[src/rtl/irqagg_pkg.sv]
package irqagg_pkg;
  localparam int SRC_LINES  = 16;
  localparam int STAT_SHIFT = 16;
  localparam int DATA_W     = 32;

  // Bit mask covering the configured source window.
  function automatic logic [SRC_LINES-1:0] window_mask(input int num, input int base);
    logic [SRC_LINES-1:0] m;
    m = '0;
    for (int k = 0; k < SRC_LINES; k++) begin
      if (k >= base && k < base + num) m[k] = 1'b1;
    end
    return m;
  endfunction
endpackage

[src/rtl/irqagg_edge.sv]
module irqagg_edge
  import irqagg_pkg::*;
#(
  parameter logic [SRC_LINES-1:0] MASK = '1
) (
  input  logic                 clk,
  input  logic                 rst_n,
  input  logic [SRC_LINES-1:0] src_i,
  output logic [SRC_LINES-1:0] rise_o
);
  logic [SRC_LINES-1:0] prev_q;

  always_ff @(posedge clk or negedge rst_n) begin
    if (!rst_n) prev_q <= '0;
    else        prev_q <= src_i & MASK;
  end

  assign rise_o = src_i & ~prev_q & MASK;
endmodule

[src/rtl/irqagg_regs.sv]
module irqagg_regs
  import irqagg_pkg::*;
#(
  parameter logic [SRC_LINES-1:0] MASK   = '1,
  parameter bit                   SPLIT  = 1'b0,
  parameter int                   ADDR_W = 4,
  parameter int                   EN_OFS = 0,
  parameter int                   ST_OFS = 4
) (
  input  logic                 clk,
  input  logic                 rst_n,
  input  logic [SRC_LINES-1:0] rise_i,
  input  logic                 wr_i,
  input  logic [ADDR_W-1:0]    addr_i,
  input  logic [DATA_W-1:0]    wdata_i,
  output logic [DATA_W-1:0]    rdata_o,
  output logic [SRC_LINES-1:0] en_o,
  output logic [SRC_LINES-1:0] st_o
);
  logic [SRC_LINES-1:0] en_q, st_q;
  logic                 en_sel, st_sel;
  logic [SRC_LINES-1:0] clr_bits;

  generate
    if (SPLIT) begin : g_split
      localparam logic [ADDR_W-1:0] EN_A = ADDR_W'(EN_OFS);
      localparam logic [ADDR_W-1:0] ST_A = ADDR_W'(ST_OFS);
      logic unused_hi;
      assign unused_hi = ^wdata_i[DATA_W-1:SRC_LINES];
      assign en_sel    = wr_i && (addr_i == EN_A);
      assign st_sel    = wr_i && (addr_i == ST_A);
      assign clr_bits  = wdata_i[SRC_LINES-1:0];
      always_comb begin
        if (addr_i == EN_A)      rdata_o = {{(DATA_W-SRC_LINES){1'b0}}, en_q};
        else if (addr_i == ST_A) rdata_o = {{(DATA_W-SRC_LINES){1'b0}}, st_q};
        else                     rdata_o = '0;
      end
    end else begin : g_shared
      localparam logic [DATA_W-1:0] RD_KEEP = 32'h1FFF_FFFF;
      logic hit;
      assign hit      = (addr_i == '0);
      assign en_sel   = wr_i && hit;
      assign st_sel   = wr_i && hit;
      assign clr_bits = wdata_i[DATA_W-1:STAT_SHIFT];
      assign rdata_o  = hit ? ({st_q, en_q} & RD_KEEP) : '0;
    end
  endgenerate

  always_ff @(posedge clk or negedge rst_n) begin
    if (!rst_n) begin
      en_q <= '0;
      st_q <= '0;
    end else begin
      if (en_sel) en_q <= wdata_i[SRC_LINES-1:0] & MASK;
      // new edges take precedence over a clear in the same cycle
      st_q <= (st_q & ~(clr_bits & MASK & {SRC_LINES{st_sel}})) | rise_i;
    end
  end

  assign en_o = en_q;
  assign st_o = st_q;
endmodule

[src/rtl/irqagg_out.sv]
module irqagg_out
  import irqagg_pkg::*;
(
  input  logic                 clk,
  input  logic                 rst_n,
  input  logic [SRC_LINES-1:0] en_i,
  input  logic [SRC_LINES-1:0] st_i,
  output logic                 irq_o
);
  logic irq_q;

  always_ff @(posedge clk or negedge rst_n) begin
    if (!rst_n) irq_q <= 1'b0;
    else        irq_q <= |(en_i & st_i);
  end

  assign irq_o = irq_q;
endmodule

[src/rtl/irqagg_top.sv]
module irqagg_top
  import irqagg_pkg::*;
#(
  parameter int NUM_SRC  = 7,
  parameter int SRC_BASE = 0,
  parameter bit SPLIT    = 1'b0,
  parameter int ADDR_W   = 4,
  parameter int EN_OFS   = 0,
  parameter int ST_OFS   = 4
) (
  input  logic              clk,
  input  logic              rst_n,
  input  logic [15:0]       src_i,
  input  logic              bus_wr,
  input  logic [ADDR_W-1:0] bus_addr,
  input  logic [31:0]       bus_wdata,
  output logic [31:0]       bus_rdata,
  output logic              irq_o
);
  localparam logic [SRC_LINES-1:0] MASK = window_mask(NUM_SRC, SRC_BASE);

  logic [SRC_LINES-1:0] rise_w, en_w, st_w;

  irqagg_edge #(.MASK(MASK)) u_edge (
    .clk(clk), .rst_n(rst_n), .src_i(src_i), .rise_o(rise_w)
  );

  irqagg_regs #(
    .MASK(MASK), .SPLIT(SPLIT), .ADDR_W(ADDR_W), .EN_OFS(EN_OFS), .ST_OFS(ST_OFS)
  ) u_regs (
    .clk(clk), .rst_n(rst_n), .rise_i(rise_w), .wr_i(bus_wr), .addr_i(bus_addr),
    .wdata_i(bus_wdata), .rdata_o(bus_rdata), .en_o(en_w), .st_o(st_w)
  );

  irqagg_out u_out (
    .clk(clk), .rst_n(rst_n), .en_i(en_w), .st_i(st_w), .irq_o(irq_o)
  );
endmodule

[config.mk]
export PLATFORM = sky130hd
export DESIGN_NAME = irqagg_top
export DESIGN_NICKNAME = d
export VERILOG_FILES = /design/src/rtl/irqagg_pkg.sv /design/src/rtl/irqagg_edge.sv /design/src/rtl/irqagg_regs.sv /design/src/rtl/irqagg_out.sv /design/src/rtl/irqagg_top.sv
export SDC_FILE = /design/constraint.sdc
export NUM_CORES = 1
export LEC_CHECK = 0
export BUFFER_PORTS_ARGS = -buffer_cell sky130_fd_sc_hd__buf_2
export CAP_MARGIN = 30
export CORE_AREA = 4 4 65 67
export CTS_BUF_LIST = sky130_fd_sc_hd__clkbuf_4
export DETAILED_ROUTE_END_ITERATION = 16
export DIE_AREA = 0 0 69 71
export GPL_TIMING_DRIVEN = 0
export PLACE_DENSITY = 0.83
export RECOVER_POWER = 50
export SYNTH_ARGS = -nofsm -noshare
export SYNTH_HDL_FRONTEND = slang
export SYNTH_HIERARCHICAL = 1
export SYNTH_SLANG_ARGS = --single-unit
[constraint.sdc]
create_clock -name clk -period 1.3 [get_ports clk]
set_clock_uncertainty 0.1 [all_clocks]
set_input_delay 0.195 -clock clk [delete_from_list [all_inputs] [get_ports clk]]
set_output_delay 0.195 -clock clk [all_outputs]
set_load 0.005 [all_outputs]
==> run_summary.xml, run 1 <==
<?xml version="1.0" encoding="UTF-8"?>
<metrics>
  <group name="synthesis">
    <metric name="yosys.cell_count.top_type" unit="">dfrtp_1</metric>
    <metric name="seq_area_frac_synth" unit="">0.475</metric>
    <metric name="dominantRegCellSynth" unit="">dfrtp_1</metric>
    <metric name="post-synth-top-area-cell" unit="">dfrtp_1</metric>
    <metric name="synthArstFlopShare" unit="">1.00</metric>
    <metric name="ys_ff_latch" unit="">31</metric>
    <metric name="biggest_area_contributors_in_the_synthesized_netlist" unit="">dfrtp_1 (48%), buf_4 (14%), and2_1 (8.1%), nor2b_4 (5.9%), a221oi_2 (3.7%)</metric>
    <metric name="ys_types" unit="">18</metric>
    <metric name="yosys_warnings" unit="">6</metric>
    <metric name="netlist_instances" unit="">142</metric>
    <metric name="post_synth_most_frequent_cells" unit="">dfrtp_1 (31), buf_4 (30), and2_1 (21)</metric>
    <metric name="synth_enable_flop_cells" unit="">0</metric>
    <metric name="synth_top_cell_area_share" unit="">0.475</metric>
    <metric name="netlist_area" unit="mm^2">0.00163</metric>
    <metric name="postSynthAreaPerCell" unit="um^2">11.5</metric>
  </group>
  <group name="critical_path">
    <metric name="cp.buffers_inverters" unit="">4</metric>
    <metric name="crit_path_top_delay_cell" unit="">nor4_4</metric>
    <metric name="worst_ep_arrival_time" unit="ns">1.10</metric>
    <metric name="critPathMaxStageDelay" unit="ns">0.28</metric>
    <metric name="timing.critical_path.required" unit="ns">1.00</metric>
    <metric name="worstSetupStartpointType" unit="">input port</metric>
    <metric name="r2r.worst_path.cells" unit="">3</metric>
    <metric name="cp-startpoint" unit="">bus_addr[2]</metric>
    <metric name="regToRegEndpoint" unit="">u_out/irq_o$_DFF_PN0_</metric>
    <metric name="timing.reg2reg.setup_slack" unit="ns">0.08</metric>
    <metric name="timing.critical_path.max_delay_family" unit="">buffers and inverters</metric>
    <metric name="critical-path-top-cell-by-count" unit="">buf_6</metric>
    <metric name="timing.critical_path.to_type" unit="">primary output</metric>
    <metric name="crit_path_max_fanout" unit="">5</metric>
    <metric name="worst_r2r_src" unit="">u_regs/en_o[3]$_DFFE_PN0N_</metric>
    <metric name="cp_cell_sequence" unit="">buf_6, nor4_4, buf_6, buf_6, and2_4, buf_6</metric>
    <metric name="critical_setup_path_kind" unit="">in2out</metric>
  </group>
  <group name="grt">
    <metric name="grt_pass1_wl" unit="mm">6.07</metric>
    <metric name="global_route.overflow_total" unit="">0</metric>
    <metric name="total_routing_usage_reported_by_global_routing" unit="">0.154</metric>
    <metric name="grt_max_degree" unit="">32</metric>
    <metric name="antenna_violations_before_repair" unit="">0</metric>
    <metric name="grt_pass1_vias" unit="">1261</metric>
  </group>
  <group name="cts">
    <metric name="cts.clk_slew.worst_paths" unit="ns">0.09</metric>
    <metric name="clock_root_buffer" unit="">clkbuf_4</metric>
    <metric name="clockBufferDepth" unit="">2</metric>
    <metric name="clkLatencyLatePin" unit="ns">0.31</metric>
    <metric name="cts.sinks" unit="">31</metric>
    <metric name="tritoncts" unit="">built</metric>
    <metric name="cts.htree.levels" unit="">2</metric>
    <metric name="cts_made_buffers" unit="">5</metric>
  </group>
  <group name="pwr">
    <metric name="powerDensity" unit="mW/mm^2">805</metric>
    <metric name="power.static_leakage" unit="nW">1.22</metric>
    <metric name="ir_drop" unit="V">0.000606</metric>
  </group>
  <group name="hold_path">
    <metric name="hp-start" unit="">bus_wdata[1]</metric>
    <metric name="hold_depth" unit="">2</metric>
    <metric name="worst_hold_path.endpoint" unit="">u_regs/en_o[1]$_DFFE_PN0N_</metric>
    <metric name="holdCritPathClass" unit="">in2reg</metric>
  </group>
  <group name="timing">
    <metric name="finalWorstSetupSlack" unit="ns">-0.0990</metric>
    <metric name="timing_hold_violations_final" unit="">0</metric>
    <metric name="achievable-frequency" unit="MHz">715</metric>
    <metric name="worst_slew_margin_rel" unit="">0.478</metric>
    <metric name="maxSlewViolCount" unit="">0</metric>
    <metric name="worstMarginPinSlew" unit="ns">0.783</metric>
    <metric name="min_clock_period_post_route" unit="ns">1.40</metric>
    <metric name="grt_setup_unrepaired" unit="">true</metric>
    <metric name="setup_total_negative_slack" unit="ns">-1.92</metric>
    <metric name="final.period_utilization" unit="">1.08</metric>
    <metric name="setup-violations-final" unit="">23</metric>
  </group>
  <group name="route">
    <metric name="post-route-drc-count" unit="">0</metric>
    <metric name="route.detailed.wl_per_inst" unit="um">12.8</metric>
    <metric name="route.final.wire_length" unit="mm">3.80</metric>
    <metric name="vias" unit="">1219</metric>
    <metric name="pre_antenna_drt_iters" unit="">4</metric>
    <metric name="avgViaCountPerCell" unit="">4.09</metric>
    <metric name="route.antenna.remaining_nets" unit="">0</metric>
    <metric name="drtIter0Drc" unit="">60</metric>
  </group>
  <group name="die">
    <metric name="fp.coreArea" unit="mm^2">0.00363</metric>
    <metric name="initial_core_util" unit="">0.449</metric>
    <metric name="x_dimension_of_the_die" unit="um">69</metric>
    <metric name="core.rowCount" unit="">22</metric>
    <metric name="die-height" unit="um">71</metric>
    <metric name="design.portCount" unit="">88</metric>
    <metric name="die-area" unit="mm^2">0.00490</metric>
  </group>
  <group name="outcome">
    <metric name="violations" unit="">negative setup slack</metric>
    <metric name="run_status" unit="">finished with violations</metric>
  </group>
  <group name="finish">
    <metric name="fillers" unit="">276</metric>
    <metric name="drive_gt1_frac" unit="">0.536</metric>
    <metric name="n_antenna_cell" unit="">0</metric>
    <metric name="finalNetCount" unit="">304</metric>
    <metric name="area.growth.synth_to_final" unit="%">55.8</metric>
  </group>
  <group name="place">
    <metric name="gp_congestion" unit="">0.761</metric>
    <metric name="dp_hpwl" unit="mm">2.38</metric>
    <metric name="post-place-ws" unit="ns">-0.355</metric>
    <metric name="port-buffer-count" unit="">48</metric>
  </group>
  <group name="flow_run">
    <metric name="maxcap_viol_count" unit="">0</metric>
  </group>
</metrics>
how the worst max path moves through the flow:
stage	end	slack, ns	cells after the start
after floorplan	u_regs/en_o[3]$_DFFE_PN0N_	-0.07	5
after global placement	bus_rdata[24]	-0.33	5
after detailed placement	bus_rdata[25]	-0.36	5
after CTS	bus_rdata[24]	-0.09	5
after global routing	bus_rdata[27]	-0.16	6
final	bus_rdata[21]	-0.1	6
state kept, by name, summed over array words and instances, names as in the netlist:
name           cells
u_out/irq_o        1
u_regs/en_o        7
u_regs/st_o       16
u_edge/prev_q      7
power by group:
group | leakage [nW] | total [W] | switching, W | internal [W]
clock | 0.0347 | 0.000522 | 0.000321 | 0.000201
sequential | 0.318 | 0.00110 | 0.0000613 | 0.00103
combinational | 0.872 | 0.000429 | 0.000142 | 0.000287
cell usage in the layout, fill, tap and decap left out:
master and instances:
buf_4 30, nor4_4 1, buf_12 1, clkbuf_1 6, nor2_1 7, mux2_2 4
mux2_4 3, nor2b_4 7, conb_1 30, and2_1 2, dfrtp_1 31, a221oi_2 4
dlygate4sd3_1 21, clkbuf_2 1, buf_2 19, nand4_1 1, inv_1 7, clkbuf_4 5
buf_6 26, and2_4 19, or2_2 9, clkinv_2 3, buf_8 2, a22o_1 4
a31oi_1 7
layout make-up:
cell class                 count  area [um^2]  area share
clock inverter                 3         15.0     0.00591
inverter                       7         26.3      0.0103
multi-input combinational     98          727       0.286
timing repair buffer          72          614       0.242
buffer                        34          287       0.113
tap                           48         60.1      0.0236
clock buffer                   5         37.5      0.0148
sequential                    31          776       0.305
per-layer routing:
layer | track usage | vias to the layer above | part of all wire
met1 | 0.188 | 559 | 0.42
met3 | 0.0455 | 2 | 0.054
met4 | 0.0456 | 0 | 0.0047
li1 | - | 618 | -
met2 | 0.263 | 40 | 0.52
met5 | 0 | - | 0
timing repair:
action | in CTS | in global routing
resized for setup | 8 | 47
hold buffers | 20 | 1
cloned | 0 | 2
setup endpoints to repair | 20 | 23
hold endpoints to repair | 50 | 1
buffers inserted | 0 | 1
pin swaps | 0 | 3
cell families (layout without fill, tap and decap cells):
kind of cell / after synthesis / in the layout / share of synthesized area
AND/OR/NAND/NOR: 46 / 46 / 0.202
flip-flops: 31 / 31 / 0.475
buffers and inverters: 41 / 121 / 0.178
multiplexers: 7 / 7 / 0.0552
AO/OA/AOI/OAI: 15 / 15 / 0.0851
other: 2 / 30 / 0.00460
stage by stage:
| stage | power, W | std cells | utilization | cell area (um^2) | hold slack (ns) |
|---|---|---|---|---|---|
| 4_1_cts | 0.00203 | 294 | 0.642 | 2330 | 0.00182 |
| 3_3_place_gp | 0.00143 | 266 | 0.563 | 2050 | 0.179 |
| 3_5_place_dp | 0.00144 | 266 | 0.563 | 2050 | 0.183 |
| 6_report | 0.00205 | 298 | 0.700 | 2540 | 0.0418 |
| 2_1_floorplan | 0.00132 | 170 | - | 1750 | -0.201 |
| 5_1_grt | 0.00218 | 298 | 0.700 | 2540 | 0.00714 |
No activity file was read; power rests on OpenSTA's default activity.
==> run 2: changes to the inputs <==
--- a/config.mk
+++ b/config.mk
@@ -12,7 +12,7 @@
 export DETAILED_ROUTE_END_ITERATION = 16
 export DIE_AREA = 0 0 69 71
 export GPL_TIMING_DRIVEN = 0
-export PLACE_DENSITY = 0.83
+export PLACE_DENSITY = 0.8
 export RECOVER_POWER = 50
 export SYNTH_ARGS = -nofsm -noshare
 export SYNTH_HDL_FRONTEND = slang
==> run_summary.xml, run 2 (synthesized netlist as in run 1, its figures left out) <==
<?xml version="1.0" encoding="UTF-8"?>
<metrics>
  <group name="cts">
    <metric name="cts.htree.levels" unit="">2</metric>
    <metric name="cts.sinks" unit="">31</metric>
    <metric name="clock_root_buffer" unit="">clkbuf_4</metric>
    <metric name="cts_made_buffers" unit="">5</metric>
    <metric name="clockBufferDepth" unit="">2</metric>
    <metric name="cts.clk_slew.worst_paths" unit="ns">0.08</metric>
    <metric name="clkLatencyLatePin" unit="ns">0.32</metric>
    <metric name="tritoncts" unit="">built</metric>
  </group>
  <group name="critical_path">
    <metric name="timing.reg2reg.setup_slack" unit="ns">0.09</metric>
    <metric name="timing.critical_path.required" unit="ns">1.00</metric>
    <metric name="critical_setup_path_kind" unit="">in2out</metric>
    <metric name="crit_path_max_fanout" unit="">5</metric>
    <metric name="worst_ep_arrival_time" unit="ns">1.08</metric>
    <metric name="worstSetupStartpointType" unit="">input port</metric>
    <metric name="timing.critical_path.to_type" unit="">primary output</metric>
  </group>
  <group name="route">
    <metric name="vias" unit="">1208</metric>
    <metric name="met1_length" unit="mm">1.42</metric>
    <metric name="highest_layer" unit="">met4</metric>
    <metric name="route.final.wire_length" unit="mm">3.56</metric>
    <metric name="post-route-drc-count" unit="">0</metric>
    <metric name="route.detailed.wl_per_inst" unit="um">12.2</metric>
    <metric name="met2_length" unit="mm">1.90</metric>
    <metric name="drtIter0Drc" unit="">38</metric>
    <metric name="avgViaCountPerCell" unit="">4.14</metric>
    <metric name="route.antenna.remaining_nets" unit="">0</metric>
    <metric name="pre_antenna_drt_iters" unit="">3</metric>
    <metric name="wl_met3" unit="um">219</metric>
  </group>
  <group name="die">
    <metric name="initial_core_util" unit="">0.449</metric>
    <metric name="design.portCount" unit="">88</metric>
    <metric name="die-height" unit="um">71</metric>
    <metric name="core.rowCount" unit="">22</metric>
    <metric name="fp.coreArea" unit="mm^2">0.00363</metric>
    <metric name="die-area" unit="mm^2">0.00490</metric>
    <metric name="x_dimension_of_the_die" unit="um">69</metric>
  </group>
  <group name="grt">
    <metric name="global_route.overflow_total" unit="">0</metric>
    <metric name="grt_pass1_wl" unit="mm">6.07</metric>
    <metric name="grt_pass1_vias" unit="">1276</metric>
    <metric name="antenna_violations_before_repair" unit="">0</metric>
    <metric name="total_routing_usage_reported_by_global_routing" unit="">0.156</metric>
    <metric name="grt_max_degree" unit="">32</metric>
  </group>
  <group name="finish">
    <metric name="final_cell_area" unit="mm^2">0.00247</metric>
    <metric name="drive_gt1_frac" unit="">0.529</metric>
    <metric name="fillers" unit="">294</metric>
    <metric name="finalNetCount" unit="">300</metric>
    <metric name="n_antenna_cell" unit="">0</metric>
    <metric name="largest_reg_flops" unit="">16</metric>
    <metric name="area.growth.synth_to_final" unit="%">51.6</metric>
    <metric name="postLayoutCoreUtil" unit="">0.681</metric>
    <metric name="final-instance-count-excl-fill" unit="">292</metric>
    <metric name="layout_commonest_cell" unit="">dfrtp_1</metric>
    <metric name="layout_common_cells" unit="">dfrtp_1 (31), buf_4 (30), conb_1 (30)</metric>
  </group>
  <group name="timing">
    <metric name="finalWorstSetupSlack" unit="ns">-0.0775</metric>
    <metric name="maxSlewViolCount" unit="">0</metric>
    <metric name="timing_hold_violations_final" unit="">0</metric>
    <metric name="final.period_utilization" unit="">1.06</metric>
    <metric name="grt_setup_unrepaired" unit="">true</metric>
    <metric name="worst_slew_margin_rel" unit="">0.480</metric>
    <metric name="setup-violations-final" unit="">23</metric>
    <metric name="min_clock_period_post_route" unit="ns">1.38</metric>
    <metric name="worstMarginPinSlew" unit="ns">0.781</metric>
    <metric name="achievable-frequency" unit="MHz">726</metric>
    <metric name="setup_total_negative_slack" unit="ns">-1.49</metric>
  </group>
  <group name="hold_path">
    <metric name="holdCritPathClass" unit="">in2reg</metric>
  </group>
  <group name="pwr">
    <metric name="powerDensity" unit="mW/mm^2">816</metric>
    <metric name="power.static_leakage" unit="nW">1.19</metric>
    <metric name="ir_drop" unit="V">0.000654</metric>
  </group>
  <group name="place">
    <metric name="post-place-ws" unit="ns">-0.360</metric>
    <metric name="dp_cells" unit="">266</metric>
    <metric name="dp_hpwl" unit="mm">2.44</metric>
    <metric name="gp_congestion" unit="">0.718</metric>
    <metric name="port-buffer-count" unit="">48</metric>
    <metric name="placement.cell_area" unit="mm^2">0.00205</metric>
  </group>
  <group name="outcome">
    <metric name="violations" unit="">negative setup slack</metric>
    <metric name="run_status" unit="">finished with violations</metric>
  </group>
  <group name="flow_run">
    <metric name="maxcap_viol_count" unit="">0</metric>
  </group>
</metrics>
run 2: final timing paths:
kind / start / endpoint / depth (start not counted)
max: bus_addr[0] / bus_rdata[3] / 6
min reg2reg: u_regs/st_o[13]$_DFF_PN0_ / u_regs/st_o[13]$_DFF_PN0_ / 1
min: bus_wdata[2] / u_regs/en_o[2]$_DFFE_PN0N_ / 2
min in group asynchronous: rst_n / u_regs/st_o[0]$_DFF_PN0_ / 2
max reg2reg: u_regs/en_o[5]$_DFFE_PN0N_ / u_out/irq_o$_DFF_PN0_ / 3
max in group asynchronous: rst_n / u_regs/en_o[6]$_DFFE_PN0N_ / 2
run 2: cell type report:
| cell class | count | area [um^2] | share of cell area |
|---|---|---|---|
| inverter | 7 | 26.3 | 0.0106 |
| sequential | 31 | 776 | 0.314 |
| timing repair buffer | 68 | 558 | 0.226 |
| buffer | 34 | 287 | 0.116 |
| clock buffer | 6 | 45.0 | 0.0182 |
| multi-input combinational | 98 | 722 | 0.292 |
| tap | 48 | 60.1 | 0.0243 |
run 2: per-stage QoR:
stage / hold slack (ns) / power, W
final: 0.0169 / 0.00202
after global routing: 0.00454 / 0.00215
after CTS: 0.00197 / 0.00202
after detailed placement: 0.188 / 0.00145
after global placement: 0.177 / 0.00143
after floorplan: -0.201 / 0.00132
run 2: power by group:
group | switching [W] | total, W | internal (W)
clock network | 0.000296 | 0.000509 | 0.000213
logic | 0.000135 | 0.000408 | 0.000274
registers | 0.0000677 | 0.00110 | 0.00103
total | 0.000498 | 0.00202 | 0.00152
run 2: layer usage:
metal / global-route usage / up-vias
met1: 0.183 / 559
li1: - / 608
met4: 0.0456 / 0
met3: 0.0469 / 2
met5: 0 / -
met2: 0.276 / 39
run 2: critical path, cell delays in order:
cell,delay [ns]
buf_6,0.10
nor4_4,0.28
buf_6,0.17
buf_8,0.12
and2_4,0.14
buf_6,0.08
run 2: what timing repair did:
item,4_1_cts,5_1_grt
gates resized for setup,21,28
hold buffers,17,0
cloned,2,0
endpoints found under the setup margin,20,23
buffers inserted,1,0
endpoints found under the hold margin,47,0
pin swaps,12,2
==> run 3: changes to the inputs <==
--- a/config.mk
+++ b/config.mk
@@ -7,12 +7,13 @@
 export LEC_CHECK = 0
 export BUFFER_PORTS_ARGS = -buffer_cell sky130_fd_sc_hd__buf_2
 export CAP_MARGIN = 30
-export CORE_AREA = 4 4 65 67
+export CORE_AREA = 4 4 68 70
 export CTS_BUF_LIST = sky130_fd_sc_hd__clkbuf_4
 export DETAILED_ROUTE_END_ITERATION = 16
-export DIE_AREA = 0 0 69 71
+export DIE_AREA = 0 0 72 74
+export GPL_ROUTABILITY_DRIVEN = 1
 export GPL_TIMING_DRIVEN = 0
-export PLACE_DENSITY = 0.8
+export PLACE_DENSITY = 0.76
 export RECOVER_POWER = 50
 export SYNTH_ARGS = -nofsm -noshare
 export SYNTH_HDL_FRONTEND = slang
==> constraint.sdc (replaced) <==
create_clock -name clk -period 1.25 [get_ports clk]
set_clock_uncertainty 0.1 [all_clocks]
set_input_delay 0.1875 -clock clk [delete_from_list [all_inputs] [get_ports clk]]
set_output_delay 0.1875 -clock clk [all_outputs]
set_load 0.005 [all_outputs]
==> run_summary.xml, run 3 (synthesized netlist as in run 1, its figures left out) <==
<?xml version="1.0" encoding="UTF-8"?>
<metrics>
  <group name="flow_run">
    <metric name="maxcap_viol_count" unit="">0</metric>
  </group>
  <group name="critical_path">
    <metric name="critical_setup_path_kind" unit="">in2out</metric>
    <metric name="worstSetupStartpointType" unit="">input port</metric>
    <metric name="timing.critical_path.to_type" unit="">primary output</metric>
    <metric name="worst_ep_arrival_time" unit="ns">1.08</metric>
    <metric name="timing.critical_path.required" unit="ns">0.96</metric>
    <metric name="regToRegEndpoint" unit="">u_out/irq_o$_DFF_PN0_</metric>
    <metric name="timing.reg2reg.setup_slack" unit="ns">0.03</metric>
    <metric name="worst_r2r_src" unit="">u_regs/en_o[3]$_DFFE_PN0N_</metric>
    <metric name="crit_path_max_fanout" unit="">5</metric>
    <metric name="r2r.worst_path.cells" unit="">3</metric>
  </group>
  <group name="cts">
    <metric name="clock_root_buffer" unit="">clkbuf_4</metric>
    <metric name="clockBufferDepth" unit="">2</metric>
    <metric name="tritoncts" unit="">built</metric>
    <metric name="cts.htree.levels" unit="">2</metric>
    <metric name="cts_made_buffers" unit="">5</metric>
    <metric name="cts.sinks" unit="">31</metric>
    <metric name="clkLatencyLatePin" unit="ns">0.33</metric>
    <metric name="cts.clk_slew.worst_paths" unit="ns">0.10</metric>
  </group>
  <group name="hold_path">
    <metric name="holdCritPathClass" unit="">in2reg</metric>
    <metric name="worst_hold_path.endpoint" unit="">u_regs/en_o[0]$_DFFE_PN0N_</metric>
    <metric name="hold_depth" unit="">4</metric>
    <metric name="hp-start" unit="">bus_wr</metric>
  </group>
  <group name="grt">
    <metric name="grtUsageMet2" unit="">0.276</metric>
    <metric name="total_routing_usage_reported_by_global_routing" unit="">0.151</metric>
    <metric name="met1_track_utilization_from_global_routing" unit="">0.174</metric>
    <metric name="grt_pass1_wl" unit="mm">6.00</metric>
    <metric name="grt_max_degree" unit="">32</metric>
    <metric name="antenna_violations_before_repair" unit="">0</metric>
    <metric name="global_route.overflow_total" unit="">0</metric>
    <metric name="met3_global_route_usage" unit="">0.0365</metric>
    <metric name="grt-busiest-layer" unit="">met2</metric>
    <metric name="grt_pass1_vias" unit="">1256</metric>
  </group>
  <group name="finish">
    <metric name="drive_gt1_frac" unit="">0.514</metric>
    <metric name="register_area" unit="um^2">776</metric>
    <metric name="final_cell_area" unit="mm^2">0.00253</metric>
    <metric name="layout_commonest_cell" unit="">dfrtp_1</metric>
    <metric name="area.growth.synth_to_final" unit="%">55.1</metric>
    <metric name="finalNetCount" unit="">305</metric>
    <metric name="postLayoutCoreUtil" unit="">0.637</metric>
    <metric name="fillers" unit="">318</metric>
    <metric name="layout_common_cells" unit="">dfrtp_1 (31), buf_4 (30), conb_1 (30)</metric>
    <metric name="largest_reg_flops" unit="">16</metric>
    <metric name="multiInputGateArea" unit="um^2">719</metric>
    <metric name="n_antenna_cell" unit="">0</metric>
  </group>
  <group name="route">
    <metric name="route.final.wire_length" unit="mm">3.72</metric>
    <metric name="drtIter0Drc" unit="">10</metric>
    <metric name="avgViaCountPerCell" unit="">4.04</metric>
    <metric name="route.detailed.wl_per_inst" unit="um">12.4</metric>
    <metric name="pre_antenna_drt_iters" unit="">2</metric>
    <metric name="post-route-drc-count" unit="">0</metric>
    <metric name="route.antenna.remaining_nets" unit="">0</metric>
    <metric name="vias" unit="">1215</metric>
  </group>
  <group name="timing">
    <metric name="maxSlewViolCount" unit="">0</metric>
    <metric name="worstMarginPinSlew" unit="ns">0.773</metric>
    <metric name="setup_total_negative_slack" unit="ns">-2.29</metric>
    <metric name="final.period_utilization" unit="">1.09</metric>
    <metric name="setup-violations-final" unit="">23</metric>
    <metric name="timing_hold_violations_final" unit="">0</metric>
    <metric name="achievable-frequency" unit="MHz">732</metric>
    <metric name="worst_slew_margin_rel" unit="">0.485</metric>
    <metric name="min_clock_period_post_route" unit="ns">1.37</metric>
    <metric name="finalWorstSetupSlack" unit="ns">-0.117</metric>
    <metric name="grt_setup_unrepaired" unit="">true</metric>
  </group>
  <group name="place">
    <metric name="placement.cell_area" unit="mm^2">0.00205</metric>
    <metric name="gp_congestion" unit="">0.706</metric>
    <metric name="dp_hpwl" unit="mm">2.42</metric>
    <metric name="port-buffer-count" unit="">48</metric>
    <metric name="post-place-ws" unit="ns">-0.380</metric>
  </group>
  <group name="pwr">
    <metric name="ir_drop" unit="V">0.000777</metric>
    <metric name="powerDensity" unit="mW/mm^2">844</metric>
    <metric name="power.static_leakage" unit="nW">1.22</metric>
  </group>
  <group name="outcome">
    <metric name="violations" unit="">negative setup slack</metric>
    <metric name="run_status" unit="">finished with violations</metric>
  </group>
  <group name="die">
    <metric name="fp.coreArea" unit="mm^2">0.00397</metric>
    <metric name="core.rowCount" unit="">23</metric>
    <metric name="initial_core_util" unit="">0.411</metric>
    <metric name="x_dimension_of_the_die" unit="um">72</metric>
    <metric name="design.portCount" unit="">88</metric>
    <metric name="die-height" unit="um">74</metric>
    <metric name="die-area" unit="mm^2">0.00533</metric>
  </group>
</metrics>
-- run 3: area by class of cell --
class,count,area share
flip-flops and latches,31,0.307
inverters,7,0.0104
well taps,50,0.0247
clock inverters,2,0.00297
clock buffers,6,0.0178
multi-input cells,98,0.284
repair buffers,73,0.240
plain buffers,34,0.113
-- run 3: worst max path at each step --
stage                     start                          to  slack [ns]  cells past startpoint
CTS                 bus_addr[2]               bus_rdata[19]       -0.12                      6
global route        bus_addr[0]               bus_rdata[17]       -0.16                      6
detailed placement  bus_addr[1]               bus_rdata[19]       -0.38                      5
finish              bus_addr[0]               bus_rdata[17]       -0.12                      6
floorplan           bus_addr[1]  u_regs/en_o[3]$_DFFE_PN0N_       -0.11                      5
global placement    bus_addr[1]               bus_rdata[19]       -0.38                      5
-- run 3: repair_timing --
action / 4_1_cts / 5_1_grt
setup endpoints to repair: 20 / 24
hold buffers: 22 / 0
hold endpoints to repair: 52 / 0
gates resized for setup: 34 / 13
setup buffers: 1 / 0
gates cloned: 2 / 0
pin swaps: 15 / 1
-- run 3: critical path: stages --
cell and delay [ns]:
buf_6 0.10, nor4_4 0.27, buf_6 0.18, buf_8 0.12, and2_4 0.14, buf_6 0.09
-- run 3: per-layer routing --
metal	vias up	routed length, um	share of wire
li1	615	-	-
met1	554	1530	0.41
met2	41	1920	0.52
met3	5	225	0.061
met4	0	36	0.0097
met5	-	0	0
-- run 3: through the flow --
step / hold slack (ns) / instances / power [W]
after floorplan: -0.208 / 170 / 0.00138
after global placement: 0.171 / 268 / 0.00149
after detailed placement: 0.173 / 268 / 0.00150
after CTS: 0.281 / 301 / 0.00215
after global routing: 0.312 / 301 / 0.00227
final: 0.285 / 301 / 0.00214
-- run 3: power breakdown --
| group | switching, W | leakage (nW) | internal, W |
|---|---|---|---|
| clock network | 0.000327 | 0.0307 | 0.000230 |
| logic | 0.000144 | 0.869 | 0.000294 |
| registers | 0.0000653 | 0.318 | 0.00108 |
| total | 0.000537 | 1.22 | 0.00160 |
